--- src/rtl/oc_pkg.sv ---
package oc_pkg;

  typedef enum logic [2:0] {
    OC_OFF      = 3'b000,
    OC_LOW      = 3'b001,
    OC_HIGH     = 3'b010,
    OC_TOGGLE   = 3'b011,
    OC_ONESHOT  = 3'b100,
    OC_CONT     = 3'b101,
    OC_PWM      = 3'b110,
    OC_PWM_FLT  = 3'b111
  } oc_mode_e;

  function automatic logic is_pwm(input logic [2:0] m);
    return m[2:1] == 2'b11;
  endfunction

  function automatic logic is_pulse(input logic [2:0] m);
    return m[2:1] == 2'b10;
  endfunction

  // pin level that a write of mode m leaves behind
  function automatic logic entry_level(input logic [2:0] m, input logic cur);
    return (m == OC_OFF || m[2]) ? 1'b0 : cur;
  endfunction

  // pin level after a primary match in a single-match mode
  function automatic logic match_level(input logic [2:0] m, input logic cur);
    case (m)
      OC_LOW:    return 1'b0;
      OC_HIGH:   return 1'b1;
      OC_TOGGLE: return ~cur;
      default:   return cur;
    endcase
  endfunction

endpackage

--- src/rtl/oc_tmr_sel.sv ---
module oc_tmr_sel #(
  parameter int TW = 16
) (
  input  logic          tsel,
  input  logic [TW-1:0] cnt_a,
  input  logic          wrap_a,
  input  logic [TW-1:0] cnt_b,
  input  logic          wrap_b,
  output logic [TW-1:0] cnt,
  output logic          wrap
);
  assign cnt  = tsel ? cnt_b  : cnt_a;
  assign wrap = tsel ? wrap_b : wrap_a;
endmodule

--- src/rtl/oc_match_det.sv ---
module oc_match_det #(
  parameter int TW = 16
) (
  input  logic          clk,
  input  logic          rst_n,
  input  logic [TW-1:0] cnt,
  input  logic [TW-1:0] ref_val,
  output logic          hit,
  output logic          evt
);
  logic hit_q;

  assign hit = (cnt == ref_val);
  assign evt = hit & ~hit_q;

  always_ff @(posedge clk or negedge rst_n) begin
    if (!rst_n) hit_q <= 1'b0;
    else        hit_q <= hit;
  end
endmodule

--- src/rtl/oc_fault_ctl.sv ---
module oc_fault_ctl (
  input  logic       clk,
  input  logic       rst_n,
  input  logic [2:0] mode_q,
  input  logic       wr,
  input  logic [2:0] wr_mode,
  input  logic       fault_n,
  output logic       fault_flag
);
  import oc_pkg::*;

  logic clr, set;

  assign clr = wr && is_pwm(wr_mode) && fault_n;
  assign set = (mode_q == OC_PWM_FLT) && !fault_n;

  always_ff @(posedge clk or negedge rst_n) begin
    if (!rst_n)   fault_flag <= 1'b0;
    else if (clr) fault_flag <= 1'b0;
    else if (set) fault_flag <= 1'b1;
  end
endmodule

--- src/rtl/oc_channel.sv ---
module oc_channel
  import oc_pkg::*;
#(
  parameter int TW = 16
) (
  input  logic          clk,
  input  logic          rst_n,
  input  logic [TW-1:0] tmr_a_cnt,
  input  logic          tmr_a_wrap,
  input  logic [TW-1:0] tmr_b_cnt,
  input  logic          tmr_b_wrap,
  input  logic [TW-1:0] cmp_pri,
  input  logic [TW-1:0] cmp_sec,
  input  logic          ctl_wr,
  input  logic [2:0]    ctl_mode,
  input  logic          ctl_tsel,
  input  logic          fault_n,
  output logic          pin_out,
  output logic          pin_oe,
  output logic          fault_flag,
  output logic          irq
);
  localparam int NREF = 2;

  oc_mode_e      mode_q;
  logic          tsel_q;
  logic          armed_q;
  logic [TW-1:0] duty_q;

  logic [TW-1:0] sel_cnt;
  logic          sel_wrap;
  logic [TW-1:0] refs    [NREF];
  logic [NREF-1:0] hit_lvl;
  logic [NREF-1:0] hit_evt;
  logic          pri_evt, sec_evt, duty_hit;
  logic          pin_d, irq_d, armed_d, pulse_go;

  oc_tmr_sel #(.TW(TW)) u_sel (
    .tsel   (tsel_q),
    .cnt_a  (tmr_a_cnt),
    .wrap_a (tmr_a_wrap),
    .cnt_b  (tmr_b_cnt),
    .wrap_b (tmr_b_wrap),
    .cnt    (sel_cnt),
    .wrap   (sel_wrap)
  );

  assign refs[0] = cmp_pri;
  assign refs[1] = cmp_sec;

  for (genvar g = 0; g < NREF; g++) begin : g_det
    oc_match_det #(.TW(TW)) u_det (
      .clk     (clk),
      .rst_n   (rst_n),
      .cnt     (sel_cnt),
      .ref_val (refs[g]),
      .hit     (hit_lvl[g]),
      .evt     (hit_evt[g])
    );
  end

  assign pri_evt  = hit_evt[0];
  assign sec_evt  = hit_evt[1];
  assign duty_hit = (sel_cnt == duty_q);
  assign pulse_go = (mode_q == OC_CONT) || armed_q;

  oc_fault_ctl u_flt (
    .clk        (clk),
    .rst_n      (rst_n),
    .mode_q     (mode_q),
    .wr         (ctl_wr),
    .wr_mode    (ctl_mode),
    .fault_n    (fault_n),
    .fault_flag (fault_flag)
  );

  assign pin_oe = ~fault_flag;

  always_comb begin
    pin_d   = pin_out;
    irq_d   = 1'b0;
    armed_d = armed_q;
    if (ctl_wr) begin
      pin_d   = entry_level(ctl_mode, pin_out);
      armed_d = (ctl_mode == OC_ONESHOT);
    end else begin
      case (mode_q)
        OC_OFF: pin_d = 1'b0;
        OC_LOW, OC_HIGH, OC_TOGGLE: begin
          if (pri_evt) begin
            pin_d = match_level(mode_q, pin_out);
            irq_d = 1'b1;
          end
        end
        OC_ONESHOT, OC_CONT: begin
          if (pin_out && sel_wrap) begin
            pin_d   = 1'b0;
            irq_d   = sec_evt;
            armed_d = 1'b0;
          end else if (!pin_out && pri_evt && pulse_go) begin
            irq_d = 1'b1;
            if (sec_evt) armed_d = 1'b0;
            else         pin_d   = 1'b1;
          end else if (pin_out && sec_evt) begin
            pin_d   = 1'b0;
            irq_d   = 1'b1;
            armed_d = 1'b0;
          end
        end
        default: begin
          if (sel_wrap) begin
            pin_d = (cmp_sec != '0);
            irq_d = 1'b1;
          end else if (duty_hit) begin
            pin_d = 1'b0;
          end
        end
      endcase
    end
  end

  always_ff @(posedge clk or negedge rst_n) begin
    if (!rst_n) begin
      mode_q  <= OC_OFF;
      tsel_q  <= 1'b0;
      armed_q <= 1'b0;
      duty_q  <= '0;
      pin_out <= 1'b0;
      irq     <= 1'b0;
    end else begin
      pin_out <= pin_d;
      irq     <= irq_d;
      armed_q <= armed_d;
      if (ctl_wr) begin
        mode_q <= oc_mode_e'(ctl_mode);
        tsel_q <= ctl_tsel;
        if (is_pwm(ctl_mode)) duty_q <= cmp_sec;
      end else if (is_pwm(mode_q) && sel_wrap) begin
        duty_q <= cmp_sec;
      end
    end
  end

endmodule

--- config.mk ---
export PLATFORM = sky130hd
export DESIGN_NAME = oc_channel
export DESIGN_NICKNAME = d
export VERILOG_FILES = /design/src/rtl/oc_pkg.sv /design/src/rtl/oc_tmr_sel.sv /design/src/rtl/oc_match_det.sv /design/src/rtl/oc_fault_ctl.sv /design/src/rtl/oc_channel.sv
export SDC_FILE = /design/constraint.sdc
export NUM_CORES = 1
export LEC_CHECK = 0
export ABC_AREA = 1
export BUFFER_PORTS_ARGS = -buffer_cell sky130_fd_sc_hd__buf_2
export CAP_MARGIN = 10
export CORE_MARGIN = 10
export CORE_UTILIZATION = 51
export DETAILED_ROUTE_END_ITERATION = 10
export GPL_TIMING_DRIVEN = 1
export PLACE_DENSITY = 0.8
export SYNTH_ARGS = -nofsm -noshare
export SYNTH_HDL_FRONTEND = slang
export SYNTH_SLANG_ARGS = --single-unit
--- constraint.sdc ---
create_clock -name clk -period 2.15 [get_ports clk]
set_clock_uncertainty 0.05 [all_clocks]
set_input_delay 0.43 -clock clk [delete_from_list [all_inputs] [get_ports clk]]
set_output_delay 0.43 -clock clk [all_outputs]
set_load 0.03 [all_outputs]
# Yosys cells after proc, flatten, opt, wreduce, memory -nomap -nowiden
# Cells that the tools add are included.
# classes
eq_ne	19
mul	0
addsub	0
shifts	0
n_mux	30
reduce_logical	25
magnitude_cmp	0
bitwise	6
div_mod_pow	0
# op_table
operator	count
2-to-1 mux 16 bit	4
equality test 16 bit	3
2-to-1 mux 1 bit	23
nonzero test 16 bit	1
inequality test 5 bit (second input constant)	3
equality test 3 bit (second input constant)	4
one-hot mux 1 bit (3 select lines)	3
logical AND 1 bit	8
equality test 3 x 2 -> 1 bit (second input constant)	2
logical NOT 3 bit	2
AND reduction 6 bit	1
nonzero test 2 bit	3
nonzero test 6 bit	1
equality test 2 bit (second input constant)	2
inequality test 2 x 1 -> 1 bit (second input constant)	2
inequality test 4 bit (second input constant)	1
NOT 1 bit	4
nonzero test 4 bit	1
equality test 3 x 1 -> 1 bit (second input constant)	1
inequality test 3 bit (second input constant)	1
AND reduction 3 bit	1
OR reduction 3 bit	1
AND 1 bit	2
logical NOT 1 bit	2
3 further kinds	4
# totals
inputBits	74
ramBits	0
wordCells	89
latch_bits	0
ff_bits	26
output_inout_bits	4
n_memories	0
mem_bits_ro	0

# Longest topological paths before layout
# Gate-level depths: netlist of run 1.
# logic_depth
depth_word	9
mapped_depth	17
depth_no_buf	17

# Modules after synthesis
# Synthesis of run 1 repeated with hierarchy kept, for this count alone.
# unflattened
cells_unflattened	469
area_unflattened_um2	2464.9
# modules_own_cells
mod	seq_area_each_um2	n_inst	area_each_um2	cells_each
oc_channel	575.6	1	1416.4	223
oc_match_det	25.0	2	369.1	92
oc_tmr_sel	0.0	1	255.2	55
oc_fault_ctl	25.0	1	55.1	7

# Worst setup path before layout of run 1
# Ideal clock, no wire load.
# synth_timing
path_kind	flip-flop to flip-flop
startpoint	register tsel_q
endpoint	register pin_out
path_slack_ns	0.334
n_path_buf	1
t_arrival_ns	1.648
path_stages_with_launch	18
setup_time_ns	0.118
required_ns	1.982
path_cell_list	dfrtp_1 > inv_2 > buf_6 > nand2_1 > nand2_1 > nand2_1 > nand2_1 > nand3_1 > nor2_1 > nand2_1 > nor2_4 > nand2_2 > nand2_1 > nand2_1 > nor2_2 > nand2_1 > nand2_1 > nand2_1
# synth_between
elab_chain_cells	9
elab_cells_between_ends	21
# synth_lines
element	line_no	rtl
start: declaration	oc_channel.sv:26	logic tsel_q;
start signal: assignment	oc_channel.sv:136	tsel_q <= ctl_tsel;
2-to-1 mux 16 bit (*)	oc_tmr_sel.sv:12	assign cnt = tsel ? cnt_b : cnt_a;
equality test 16 bit (*)	oc_match_det.sv:13	assign hit = (cnt == ref_val);
net g_det[0].u_det.hit	oc_match_det.sv:8	output logic hit,
AND 1 bit (*)	oc_match_det.sv:14	assign evt = hit & ~hit_q;
logical AND 1 bit (2 in series)	oc_channel.sv:100	end else if (!pin_out && pri_evt && pulse_go) begin
2-to-1 mux 1 bit	oc_channel.sv:100	
2-to-1 mux 1 bit	oc_channel.sv:96	if (pin_out && sel_wrap) begin
one-hot mux 1 bit (3 select lines)	oc_channel.sv:87	case (mode_q)
2-to-1 mux 1 bit	oc_channel.sv:83	if (ctl_wr) begin
end signal: assignment	oc_channel.sv:131	pin_out <= pin_d;
end: declaration	oc_channel.sv:18	output logic pin_out,
# Mark *: on every way through the listed nets, which the timed path passes. The rest lies on a longest branch.
# A chain may end at the register's enable or synchronous reset.

# Worst setup path after layout of run 1
# Same ends and word-level chain as after synthesis.

==> results of run 1 <==
==> cell usage after synthesis, drive strengths merged <==
master    n  area share
clkbuf    4      0.0064
nand3    32       0.068
nand2   200        0.33
o31ai     1      0.0032
dfrtp    26        0.28
xor2     10       0.037
nor2     29       0.051
nor4      5       0.013
buf       4       0.016
inv      54       0.086
o21ai    25       0.053
a21oi     6       0.013
nor3      2      0.0042
nand4     6       0.016
nand3b    8       0.025
==> logic make-up after synthesis <==
group	after synthesis	share of synthesized area
AND/OR/NAND/NOR	282	0.511
flip-flops	26	0.275
AO/OA/AOI/OAI	32	0.0689
XOR/XNOR	10	0.0371
buffers and inverters	62	0.108
==> power breakdown <==
| part | switching, mW | total, mW | leakage [nW] | internal [mW] |
|---|---|---|---|---|
| clock network | 0.167 | 0.416 | 0.0357 | 0.249 |
| logic | 0.434 | 0.714 | 1.44 | 0.280 |
| registers | 0.0517 | 0.620 | 0.325 | 0.569 |
| total | 0.652 | 1.75 | 1.80 | 1.10 |
==> timing repair <==
action,in CTS,in global routing
gates resized for setup,0,49
setup endpoints to repair,0,3
setup buffers,0,3
==> layer usage <==
layer	vias up	part of all wire	track usage
met3	12	0.090	0.0390
li1	1448	-	-
met5	-	0	0
met4	0	0.014	0.0399
met1	1253	0.43	0.238
met2	125	0.46	0.307
==> metrics by stage <==
step	setup TNS, ns	area (um2)
finish	0	3110
global route	-0.191	3110
CTS	0	2890
detailed placement	0	2820
global placement	0	2820
floorplan	0	2360
==> worst max-delay path, cell delays in order (launching register included) <==
cell and delay [ns]:
dfrtp_2 0.46, clkinv_4 0.11, buf_12 0.14, nand2_4 0.07, nand2_4 0.07, nand2_1 0.06, nand2_2 0.07, nand3_1 0.08
nor2_2 0.16, nand2_2 0.09, nor2_4 0.16, nand2_2 0.08, nand2_1 0.06, nand2_1 0.06, nor2_2 0.09, nand2_1 0.06
nand2_1 0.05, nand2_1 0.05
==> flip-flops by register name, indices dropped and copies added, names as in the netlist <==
register / cells
pin_out: 1
irq: 1
armed_q: 1
u_flt.fault_flag: 1
mode_q: 3
tsel_q: 1
g_det.u_det.hit_q: 2
duty_q: 16
==> cell type report <==
type | instances | area (um2)
inverter | 54 | 208
timing repair buffer | 87 | 541
tap | 52 | 65.1
fill | 402 | 1300
sequential | 26 | 652
clock buffer | 3 | 41.3
clock inverter | 1 | 30.0
multi-input combinational | 324 | 1580
==> final timing paths <==
path,end,depth (start not counted),start,slack (ns)
max in group asynchronous,tsel_q,1,rst_n,1.50
setup reg to reg,pin_out,17,tsel_q,0.08
hold / removal,pin_out,1,rst_n,0.11
hold reg to reg,armed_q,2,armed_q,0.44
min in group clk,u_flt.fault_flag,2,fault_n,0.29
setup / recovery,pin_out,17,tsel_q,0.08
==> results.txt, run 1 <==
----------------------------------------------------
[Finish]
  Final instance count without filler cells ... 547
  Number of antenna cells inserted ... 0
  Fraction of layout cells with a size suffix above 1 ... 0.287
  Most frequent standard cell in the layout excluding fill and tap cells ... nand2_1
  Synth-to-Final Area Change ... 31.8%
  Highest-count cells in the layout ignoring fill and taps ... nand2_1 (164), buf_2 (77), inv_1 (53)
  Final net count ... 570
  Share of the core filled with cells ... 0.705

[STA]
  Shortest clock period the worst path allows after layout ... 2.07 ns
  Count of final max-slew check failures ... 0
  Setup repair after global routing missed its margin ... true
  Ratio of final minimum period to clock period ... 0.963
  Setup violations, final ... 0
  Max-Slew Margin vs Limit ... 0.582
  Fin Hold WS ... 0.109 ns
  F_max ... 483 MHz
  Worst Setup Slack, final ... 0.0799 ns
  Worst Tran Pin Value ... 0.628 ns
  Hold Violations, Final ... 0

[GRT]
  Largest net degree at the start of global routing ... 27
  Number of global-route vias before repair ... 2698
  GRT Residual Overflow ... 0
  Aggregate global-route resource usage ... 0.184
  First-pass GRT wire length ... 11800 um
  Initial antenna violation count ... 0

[Floorplanning]
  Die boundary height ... 88.1 um
  Row cnt ... 24
  Starting Density ... 0.535
  IO Pins ... 78
  Die width ... 88.1 um
  Die ar. ... 7750 um2
  Standard cell core area ... 4410 um2

[Synth]
  Proportion of synthesized chip area in sequential cells ... 0.275
  Post-synthesis cell type count ... 21
  Post-synthesis cell count ... 412
  Post-synthesis cell area ... 2360 um2
  Yosys warnings ... 0
  Syn nets ... 486
  Average cell area after synthesis ... 5.73 um2
  Seq cells post-synth ... 26

[Detailed routing]
  Iteration count of the initial detailed-routing pass ... 5
  Mean routed wirelength per cell ... 13.7 um
  Vias ... 2838
  Post-DR vias/cell ... 5.19
  Drc violations ... 0
  WL final ... 7480 um
  Number of DRC markers after the initial detailed-route iteration ... 128
  Antenna-violating nets left ... 0

[Power and ir drop]
  Total power ... 1.75 mW
  Leakage dissipation ... 1.80 nW
  Maximum vdd drop ... 0.000357 V
  Pwr/cell area ... 562 nW/um2

[Clocking]
  Clock latency of the later-clocked register in the worst-skew pair ... 0.28 ns
  CTS tree ... done
  Clk sink count ... 26
  Number of buffers created by CTS ... 3
  Hold buffers post-CTS ... 0
  CTS H-tree depth ... 1
  Register clock-pin slew on the reported worst setup and hold paths ... 0.10 ns
  Clk root buf ... clkbuf_8
  Maximum count of clock buffers along a single path ... 2

[Place]
  Final weighted congestion of routability-driven global placement ... 0.943
  Placed wire-length estimate ... 5840 um
  Placed cell count ... 538
  Input/output buffers ... 77
  Pre-CTS WS ... 0.0536 ns

[Worst setup path]
  Critical path class ... flip-flop to flip-flop
  Sort of element at the end of the critical path ... flip-flop
  Arrival time reported for the critical path endpoint ... 2.20 ns
  Worst setup SP type ... flip-flop
  Data required time at the worst endpoint ... 2.28 ns
  Highest fanout seen on the critical path ... 5

[Flow run]
  Max Cap Violations ... 0

[Hold path]
  Type of the most critical hold path ... input port to async pin

[Outcome]
  Status ... completed

----------------------------------------------------
(Power assumes the default switching activity.)
==> run 2, diff against run 1 <==
--- a/config.mk
+++ b/config.mk
@@ -9,10 +9,11 @@
 export BUFFER_PORTS_ARGS = -buffer_cell sky130_fd_sc_hd__buf_2
 export CAP_MARGIN = 10
 export CORE_MARGIN = 10
-export CORE_UTILIZATION = 51
+export CORE_UTILIZATION = 52
 export DETAILED_ROUTE_END_ITERATION = 10
 export GPL_TIMING_DRIVEN = 1
-export PLACE_DENSITY = 0.8
+export PLACE_DENSITY = 0.81
 export SYNTH_ARGS = -nofsm -noshare
 export SYNTH_HDL_FRONTEND = slang
+export SYNTH_HIERARCHICAL = 1
 export SYNTH_SLANG_ARGS = --single-unit
==> run 2 against run 1 <==
The flow now finishes with violations (setup timing). Routed wire length rose by 12%. Synthesized cell count increased by 14%. Non-clock buffer count up 36. First-iteration DRC count is 120% higher. Largest cell class unchanged.
==> results.txt, run 2 <==
----------------------------------------------------
[Outcome]
  Status ... finished, violations left (was completed)
  Violated checks ... setup timing

[Flow run]
  Max Cap Violations ... 0 (unchanged)

[Worst setup path]
  Logic depth of the worst register-to-register path ... 19 (was 17)
  Series of cell instances along the critical path ... buf_12 > buf_6 > nand2_1 > nand2_2 > nand2_1 > nand2_1 > nor2_2 > nand2_1 > nor2_1 > nand2_1 > nor2_4 > inv_2 > nor2_4 > o211ai_1 > nand2_1 > inv_1 > a21oi_2 > nand4_1 > nand2_1 (was clkinv_4 > buf_12 > nand2_4 > nand2_4 > nand2_1 > nand2_2 > nand3_1 > nor2_2 > nand2_2 > nor2_4 > nand2_2 > nand2_1 > nand2_1 > nor2_2 > nand2_1 > nand2_1 > nand2_1)
  FF-to-FF End ... pin_out (unchanged)
  Sort of element at the end of the critical path ... flip-flop (unchanged)
  Highest fanout seen on the critical path ... 5 (unchanged)
  Flop2flop setup slack ... -0.35 ns (was 0.08 ns)
  Critical path's largest stage delay ... 0.43 ns (was 0.46 ns)
  Worst setup SP type ... flip-flop (unchanged)
  Critical path class ... flip-flop to flip-flop (unchanged)
  Slowest cell on the critical path ... dfrtp_2 (unchanged)
  Data required time at the worst endpoint ... 2.33 ns (was 2.28 ns)
  Most used cell, CP ... nand2_1 (unchanged)
  Dominant delay contributor by cell family on the critical path ... simple AND/OR/NAND/NOR gates (unchanged)
  Crit path buf inv count ... 4 (was 2)
  Arrival time reported for the critical path endpoint ... 2.68 ns (was 2.20 ns)
  RR Startpoint ... tsel_q (unchanged)

[Clocking]
  CTS H-tree depth ... 1 (unchanged)
  CTS tree ... done (unchanged)
  Clock latency of the later-clocked register in the worst-skew pair ... 0.29 ns (was 0.28 ns)
  Number of buffers created by CTS ... 3 (unchanged)
  Register clock-pin slew on the reported worst setup and hold paths ... 0.10 ns (about the same)
  Maximum count of clock buffers along a single path ... 2 (unchanged)
  Clk sink count ... 26 (unchanged)
  Hold buffers post-CTS ... 0 (unchanged)
  Clk root buf ... clkbuf_8 (unchanged)

[GRT]
  First-pass GRT wire length ... 13100 um (was 11800 um)
  Aggregate global-route resource usage ... 0.203 (was 0.184)
  GRT Residual Overflow ... 0 (unchanged)
  Number of global-route vias before repair ... 3073 (was 2698)
  Initial antenna violation count ... 0 (unchanged)
  Largest net degree at the start of global routing ... 27 (unchanged)

[STA]
  Ratio of final minimum period to clock period ... 1.16 (was 0.963)
  Worst Tran Pin Value ... 0.614 ns (was 0.628 ns)
  Count of final max-slew check failures ... 0 (unchanged)
  Worst Setup Slack, final ... -0.349 ns (was 0.0799 ns)
  Setup violations, final ... 4 (was 0)
  Hold Violations, Final ... 0 (unchanged)
  Setup repair after global routing missed its margin ... true (unchanged)
  F_max ... 400 MHz (was 483 MHz)
  Max-Slew Margin vs Limit ... 0.591 (was 0.582)
  Shortest clock period the worst path allows after layout ... 2.50 ns (was 2.07 ns)

[Finish]
  Leading registers by flop count ... duty_q (16), mode_q (3), g_det.u_det/hit_q (2) (was duty_q (16), mode_q (3), g_det.u_det.hit_q (2))
  Combined flip-flop and latch cell area ... 652 um2 (unchanged)
  Fillcell total ... 349 (was 402)
  Largest Register ... duty_q (unchanged)
  Most frequent standard cell in the layout excluding fill and tap cells ... nand2_1 (unchanged)
  Share of the core filled with cells ... 0.775 (was 0.705)
  Design Area, Final ... 3470 um2 (was 3110 um2)
  Largest register FFs ... 16 (unchanged)
  Fraction of layout cells with a size suffix above 1 ... 0.307 (was 0.287)
  Synth-to-Final Area Change ... 40.7% (was 31.8%)
  Number of antenna cells inserted ... 0 (unchanged)
  Highest-count cells in the layout ignoring fill and taps ... nand2_1 (202), inv_1 (89), buf_2 (77) (was nand2_1 (164), buf_2 (77), inv_1 (53))
  Area taken by multi-input logic gates ... 1520 um2 (was 1580 um2)
  Final net count ... 665 (was 570)

[Floorplanning]
  Row cnt ... 24 (unchanged)
  IO Pins ... 78 (unchanged)
  Die ar. ... 7890 um2 (was 7750 um2)
  Standard cell core area ... 4470 um2 (was 4410 um2)
  Die boundary height ... 88.9 um (was 88.1 um)
  Die width ... 88.9 um (was 88.1 um)
  Starting Density ... 0.551 (was 0.535)

[Synth]
  Post-synthesis cell count ... 469 (was 412)
  Post-synth EDFFs ... 0 (unchanged)
  Cell types with the largest area share after synthesis ... nand2_1 (33%), dfrtp_1 (26%), inv_1 (14%) (was nand2_1 (30%), dfrtp_1 (28%), inv_1 (8.4%))
  Post-synthesis cell type count ... 25 (was 21)
  Cell with the most instances after synthesis ... nand2_1 (unchanged)
  Most instantiated cells after synthesis ... nand2_1 (219), inv_1 (93), nor2_1 (70) (was nand2_1 (186), inv_1 (53), nand3_1 (32))
  Average cell area after synthesis ... 5.26 um2 (was 5.73 um2)
  Post-synthesis cell area ... 2460 um2 (was 2360 um2)
  Dominant register cell in the synthesized netlist ... dfrtp_1 (unchanged)
  Seq cells post-synth ... 26 (unchanged)
  Proportion of synthesized chip area in sequential cells ... 0.264 (was 0.275)
  Async S/R FF share, synth ... 1.00 (unchanged)
  Top cell type's share of synthesized area ... 0.334 (was 0.296)
  Syn nets ... 543 (was 486)
  Library cell with the largest summed area after synthesis ... nand2_1 (unchanged)
  Yosys warnings ... 6 (was 0)

[Power and ir drop]
  Maximum vdd drop ... 0.000352 V (was 0.000357 V)
  Pwr/cell area ... 502 nW/um2 (was 562 nW/um2)
  Leakage dissipation ... 2.18 nW (was 1.80 nW)

[Detailed routing]
  Post-DR vias/cell ... 4.98 (was 5.19)
  Mean routed wirelength per cell ... 13.1 um (was 13.7 um)
  Drc violations ... 0 (unchanged)
  Vias ... 3194 (was 2838)
  Number of DRC markers after the initial detailed-route iteration ... 282 (was 128)
  Iteration count of the initial detailed-routing pass ... 5 (unchanged)
  Antenna-violating nets left ... 0 (unchanged)
  WL final ... 8400 um (was 7480 um)

[Place]
  Placed wire-length estimate ... 5800 um (was 5840 um)
  Cell area reported after detailed placement ... 3070 um2 (was 2820 um2)
  Input/output buffers ... 77 (unchanged)
  Final weighted congestion of routability-driven global placement ... 0.918 (was 0.943)

[Hold path]
  Type of the most critical hold path ... input port to async pin (unchanged)

----------------------------------------------------
## run 2: cell type report
class,count,share of cell area
clock buffers,4,0.0159
flip-flops and latches,26,0.188
repair buffers,123,0.229
well taps,52,0.0188
repair inverters,1,0.00469
inverters,95,0.106
multi-input cells,341,0.437
## run 2: timing repair
action	in CTS	in global routing
resized for setup	30	34
gates cloned	1	0
setup endpoints to repair	3	11
pin swaps	15	21
setup buffers	12	8
## run 2: kinds of logic after synthesis
logic type	synth area share
buf+inv	0.174
xor+xnor	0.00355
flops	0.264
mux	0.00457
compound gates	0.0716
simple gates	0.482
## run 2: per-stage QoR
step / TNS (ns) / hold WS (ns) / cells / power [mW] / setup WS [ns]
after global placement: -0.506 / 0.433 / 619 / 1.30 / -0.217
after global routing: -1.78 / 0.138 / 642 / 1.88 / -0.516
after CTS: -0.505 / 0.133 / 634 / 1.68 / -0.180
final: -1.17 / 0.0982 / 642 / 1.74 / -0.349
after floorplan: 0 / 0.0844 / 469 / 1.07 / 0.000719
after detailed placement: -0.838 / 0.437 / 619 / 1.33 / -0.322
## run 2: layer usage
layer	routed length [um]	track usage	up-vias
met4	254	0.0558	0
met5	0	0	-
met1	3310	0.238	1383
met3	984	0.0662	40
li1	-	-	1606
met2	3850	0.345	165
## run 2: worst max path at each step
stage | start | end | slack [ns] | cells after the start
6_report | tsel_q | pin_out | -0.35 | 19
5_1_grt | tsel_q | pin_out | -0.52 | 19
4_1_cts | tsel_q | pin_out | -0.18 | 19
3_5_place_dp | tsel_q | armed_q | -0.32 | 18
3_3_place_gp | tsel_q | armed_q | -0.22 | 18
2_1_floorplan | tsel_q | armed_q | 0.0007 | 20
## run 2: worst reg2reg max path, delay by kind of cell, from the launching register on
kind                   cells  cell delay (ns)
DFF                        1             0.43
and+or+nand+nor           13             1.29
buffers and inverters      4             0.41
AOI/OAI and AO/OA          2             0.26
## run 2: report_power, final
| part | switching (mW) | internal, mW | total, mW |
|---|---|---|---|
| Clock | 0.176 | 0.165 | 0.341 |
| Combinational | 0.454 | 0.315 | 0.769 |
| Sequential | 0.0608 | 0.570 | 0.631 |
| Total | 0.691 | 1.05 | 1.74 |
==> run 3, diff against run 2 <==
--- a/config.mk
+++ b/config.mk
@@ -8,11 +8,11 @@
 export ABC_AREA = 1
 export BUFFER_PORTS_ARGS = -buffer_cell sky130_fd_sc_hd__buf_2
 export CAP_MARGIN = 10
-export CORE_MARGIN = 10
-export CORE_UTILIZATION = 52
+export CORE_MARGIN = 8
+export CORE_UTILIZATION = 47
 export DETAILED_ROUTE_END_ITERATION = 10
 export GPL_TIMING_DRIVEN = 1
-export PLACE_DENSITY = 0.81
+export PLACE_DENSITY_LB_ADDON = 0.12
 export SYNTH_ARGS = -nofsm -noshare
 export SYNTH_HDL_FRONTEND = slang
 export SYNTH_HIERARCHICAL = 1
==> constraint.sdc (replaced) <==
create_clock -name clk -period 2 [get_ports clk]
set_clock_uncertainty 0.05 [all_clocks]
set_input_delay 0.4 -clock clk [delete_from_list [all_inputs] [get_ports clk]]
set_output_delay 0.4 -clock clk [all_outputs]
set_load 0.03 [all_outputs]
==> run 3 against run 2 <==
The flow still finishes with violations (setup timing). Die area fell by 0.97%. Combinational power rose by 9.8%. Worst hold slack got worse by 0.023 ns. Clock power rose by 35%. Critical path type unchanged.
==> results.txt, run 3 (synthesis results as in run 2) <==
----------------------------------------------------
[Outcome]
  Status ... finished, violations left (unchanged)
  Violated checks ... setup timing (unchanged)

[Floorplanning]
  Die boundary height ... 88.4 um (was 88.9 um)
  Row cnt ... 26 (was 24)
  Standard cell core area ... 5070 um2 (was 4470 um2)
  IO Pins ... 78 (unchanged)
  Die width ... 88.4 um (was 88.9 um)
  Die ar. ... 7820 um2 (was 7890 um2)
  Starting Density ... 0.486 (was 0.551)

[Clocking]
  Clock latency of the later-clocked register in the worst-skew pair ... 0.28 ns (was 0.29 ns)
  Number of buffers created by CTS ... 3 (unchanged)
  Maximum count of clock buffers along a single path ... 2 (unchanged)
  Clk sink count ... 26 (unchanged)
  Hold buffers post-CTS ... 0 (unchanged)
  CTS tree ... done (unchanged)
  Register clock-pin slew on the reported worst setup and hold paths ... 0.11 ns (was 0.10 ns)
  CTS H-tree depth ... 1 (unchanged)
  Clk root buf ... clkbuf_8 (unchanged)

[Worst setup path]
  Data required time at the worst endpoint ... 2.14 ns (was 2.33 ns)
  Sort of element at the end of the critical path ... flip-flop (unchanged)
  RR Startpoint ... tsel_q (unchanged)
  Series of cell instances along the critical path ... buf_12 > clkinv_8 > nand2_2 > nand2_2 > nor2_2 > nor2_1 > nor2_1 > nand2_1 > nor2_2 > nand2_1 > nor2_2 > inv_2 > nor2_4 > o211ai_1 > nor2_1 > nor2_1 > nand4_1 > nand2_1 (was buf_12 > buf_6 > nand2_1 > nand2_2 > nand2_1 > nand2_1 > nor2_2 > nand2_1 > nor2_1 > nand2_1 > nor2_4 > inv_2 > nor2_4 > o211ai_1 > nand2_1 > inv_1 > a21oi_2 > nand4_1 > nand2_1)
  Arrival time reported for the critical path endpoint ... 2.41 ns (was 2.68 ns)
  Slowest cell on the critical path ... dfrtp_2 (unchanged)
  FF-to-FF End ... pin_out (unchanged)
  Critical path class ... flip-flop to flip-flop (unchanged)
  Highest fanout seen on the critical path ... 8 (was 5)
  Most used cell, CP ... nor2_1 (was nand2_1)
  Worst setup SP type ... flip-flop (unchanged)
  Crit path buf inv count ... 3 (was 4)
  Logic depth of the worst register-to-register path ... 18 (was 19)
  Dominant delay contributor by cell family on the critical path ... simple AND/OR/NAND/NOR gates (unchanged)
  Critical path's largest stage delay ... 0.42 ns (was 0.43 ns)
  Flop2flop setup slack ... -0.27 ns (was -0.35 ns)

[Finish]
  Area taken by multi-input logic gates ... 1560 um2 (was 1520 um2)
  Final net count ... 651 (was 665)
  Number of antenna cells inserted ... 0 (unchanged)
  Fillcell total ... 465 (was 349)
  Most frequent standard cell in the layout excluding fill and tap cells ... nand2_1 (unchanged)
  Design Area, Final ... 3430 um2 (was 3470 um2)
  Fraction of layout cells with a size suffix above 1 ... 0.304 (was 0.307)
  Largest register FFs ... 16 (unchanged)
  Leading registers by flop count ... duty_q (16), mode_q (3), g_det.u_det/hit_q (2) (unchanged)
  Highest-count cells in the layout ignoring fill and taps ... nand2_1 (190), inv_1 (90), buf_2 (77) (was nand2_1 (202), inv_1 (89), buf_2 (77))
  Synth-to-Final Area Change ... 39.2% (was 40.7%)
  Largest Register ... duty_q (unchanged)
  Combined flip-flop and latch cell area ... 652 um2 (unchanged)

[Detailed routing]
  Post-DR vias/cell ... 4.57 (was 4.98)
  Vias ... 2949 (was 3194)
  Mean routed wirelength per cell ... 11.6 um (was 13.1 um)
  Antenna-violating nets left ... 0 (unchanged)
  Iteration count of the initial detailed-routing pass ... 4 (was 5)
  Number of DRC markers after the initial detailed-route iteration ... 140 (was 282)
  Drc violations ... 0 (unchanged)
  WL final ... 7490 um (was 8400 um)

[Place]
  Placed wire-length estimate ... 5750 um (was 5800 um)
  Input/output buffers ... 77 (unchanged)
  Pre-CTS WS ... -0.368 ns (was -0.322 ns)
  Final weighted congestion of routability-driven global placement ... 0.895 (was 0.918)
  Cell area reported after detailed placement ... 3030 um2 (was 3070 um2)

[Hold path]
  Type of the most critical hold path ... input port to async pin (unchanged)

[STA]
  F_max ... 440 MHz (was 400 MHz)
  Count of final max-slew check failures ... 0 (unchanged)
  Max-Slew Margin vs Limit ... 0.578 (was 0.591)
  Worst Setup Slack, final ... -0.271 ns (was -0.349 ns)
  Setup repair after global routing missed its margin ... true (unchanged)
  Worst Tran Pin Value ... 0.633 ns (was 0.614 ns)
  Ratio of final minimum period to clock period ... 1.14 (was 1.16)
  Hold Violations, Final ... 0 (unchanged)
  Setup TNS ... -0.737 ns (was -1.17 ns)
  Setup violations, final ... 3 (was 4)
  Shortest clock period the worst path allows after layout ... 2.27 ns (was 2.50 ns)

[GRT]
  GRT Residual Overflow ... 0 (unchanged)
  Aggregate global-route resource usage ... 0.194 (was 0.203)
  Initial antenna violation count ... 0 (unchanged)
  First-pass GRT wire length ... 12100 um (was 13100 um)
  Number of global-route vias before repair ... 2859 (was 3073)
  Largest net degree at the start of global routing ... 27 (unchanged)

[Power and ir drop]
  Leakage dissipation ... 2.13 nW (was 2.18 nW)
  Maximum vdd drop ... 0.000332 V (was 0.000352 V)
  Pwr/cell area ... 578 nW/um2 (was 502 nW/um2)

[Flow run]
  Max Cap Violations ... 0 (unchanged)

----------------------------------------------------
## run 3: cell types whose count changed in the layout (fill, tap and decap cells not counted), sizes merged
cell    previous run  this run
buf              123       108
bufinv             0         1
clkbuf             4         3
clkinv             2         1
inv               94        96
## run 3: worst reg2reg max path: cells and delay by family (launching register included)
kind	cells	cell delay [ns]
simple gates	14	1.25
flops	1	0.42
compound gates	1	0.12
buf+inv	3	0.35
## run 3: final cells by class
type | count | area share
multi-input combinational | 341 | 0.454
timing repair buffer | 108 | 0.193
sequential | 26 | 0.190
inverter | 95 | 0.109
tap | 70 | 0.0255
clock buffer | 3 | 0.0120
clock inverter | 1 | 0.00875
timing repair inverter | 2 | 0.00802
## run 3: how the worst max path moves through the flow
stage,end,from,cells past startpoint
4_1_cts,pin_out,tsel_q,20
2_1_floorplan,armed_q,tsel_q,20
3_3_place_gp,armed_q,tsel_q,19
6_report,pin_out,tsel_q,18
3_5_place_dp,armed_q,tsel_q,19
5_1_grt,pin_out,tsel_q,19
## run 3: power breakdown
| group | switching, mW | leakage, nW | internal, mW | total, mW |
|---|---|---|---|---|
| combinational | 0.488 | 1.77 | 0.356 | 0.844 |
| sequential | 0.0658 | 0.325 | 0.613 | 0.679 |
| clock | 0.193 | 0.0357 | 0.268 | 0.461 |
| total | 0.747 | 2.13 | 1.24 | 1.98 |
## run 3: metrics by stage
step           hold WS (ns)  total power [mW]  utilization  instances
6_report             0.0749              1.98        0.676        646
3_3_place_gp          0.418              1.39        0.598        625
5_1_grt               0.133              2.14        0.676        646
3_5_place_dp          0.417              1.41        0.598        625
4_1_cts               0.106              1.95        0.655        643
2_1_floorplan        0.0544              1.16            -        469
## run 3: metal layers
layer / GRT usage / part of all wire
met1: 0.237 / 0.45
met2: 0.346 / 0.47
met3: 0.0334 / 0.061
met4: 0.0399 / 0.013
met5: 0 / 0
## run 3: timing repair
action                                  4_1_cts  5_1_grt
pin swaps                                    29       19
endpoints found under the setup margin        3       19
gates resized for setup                      31       33
buffers inserted                             11        2
gates cloned                                  3        1
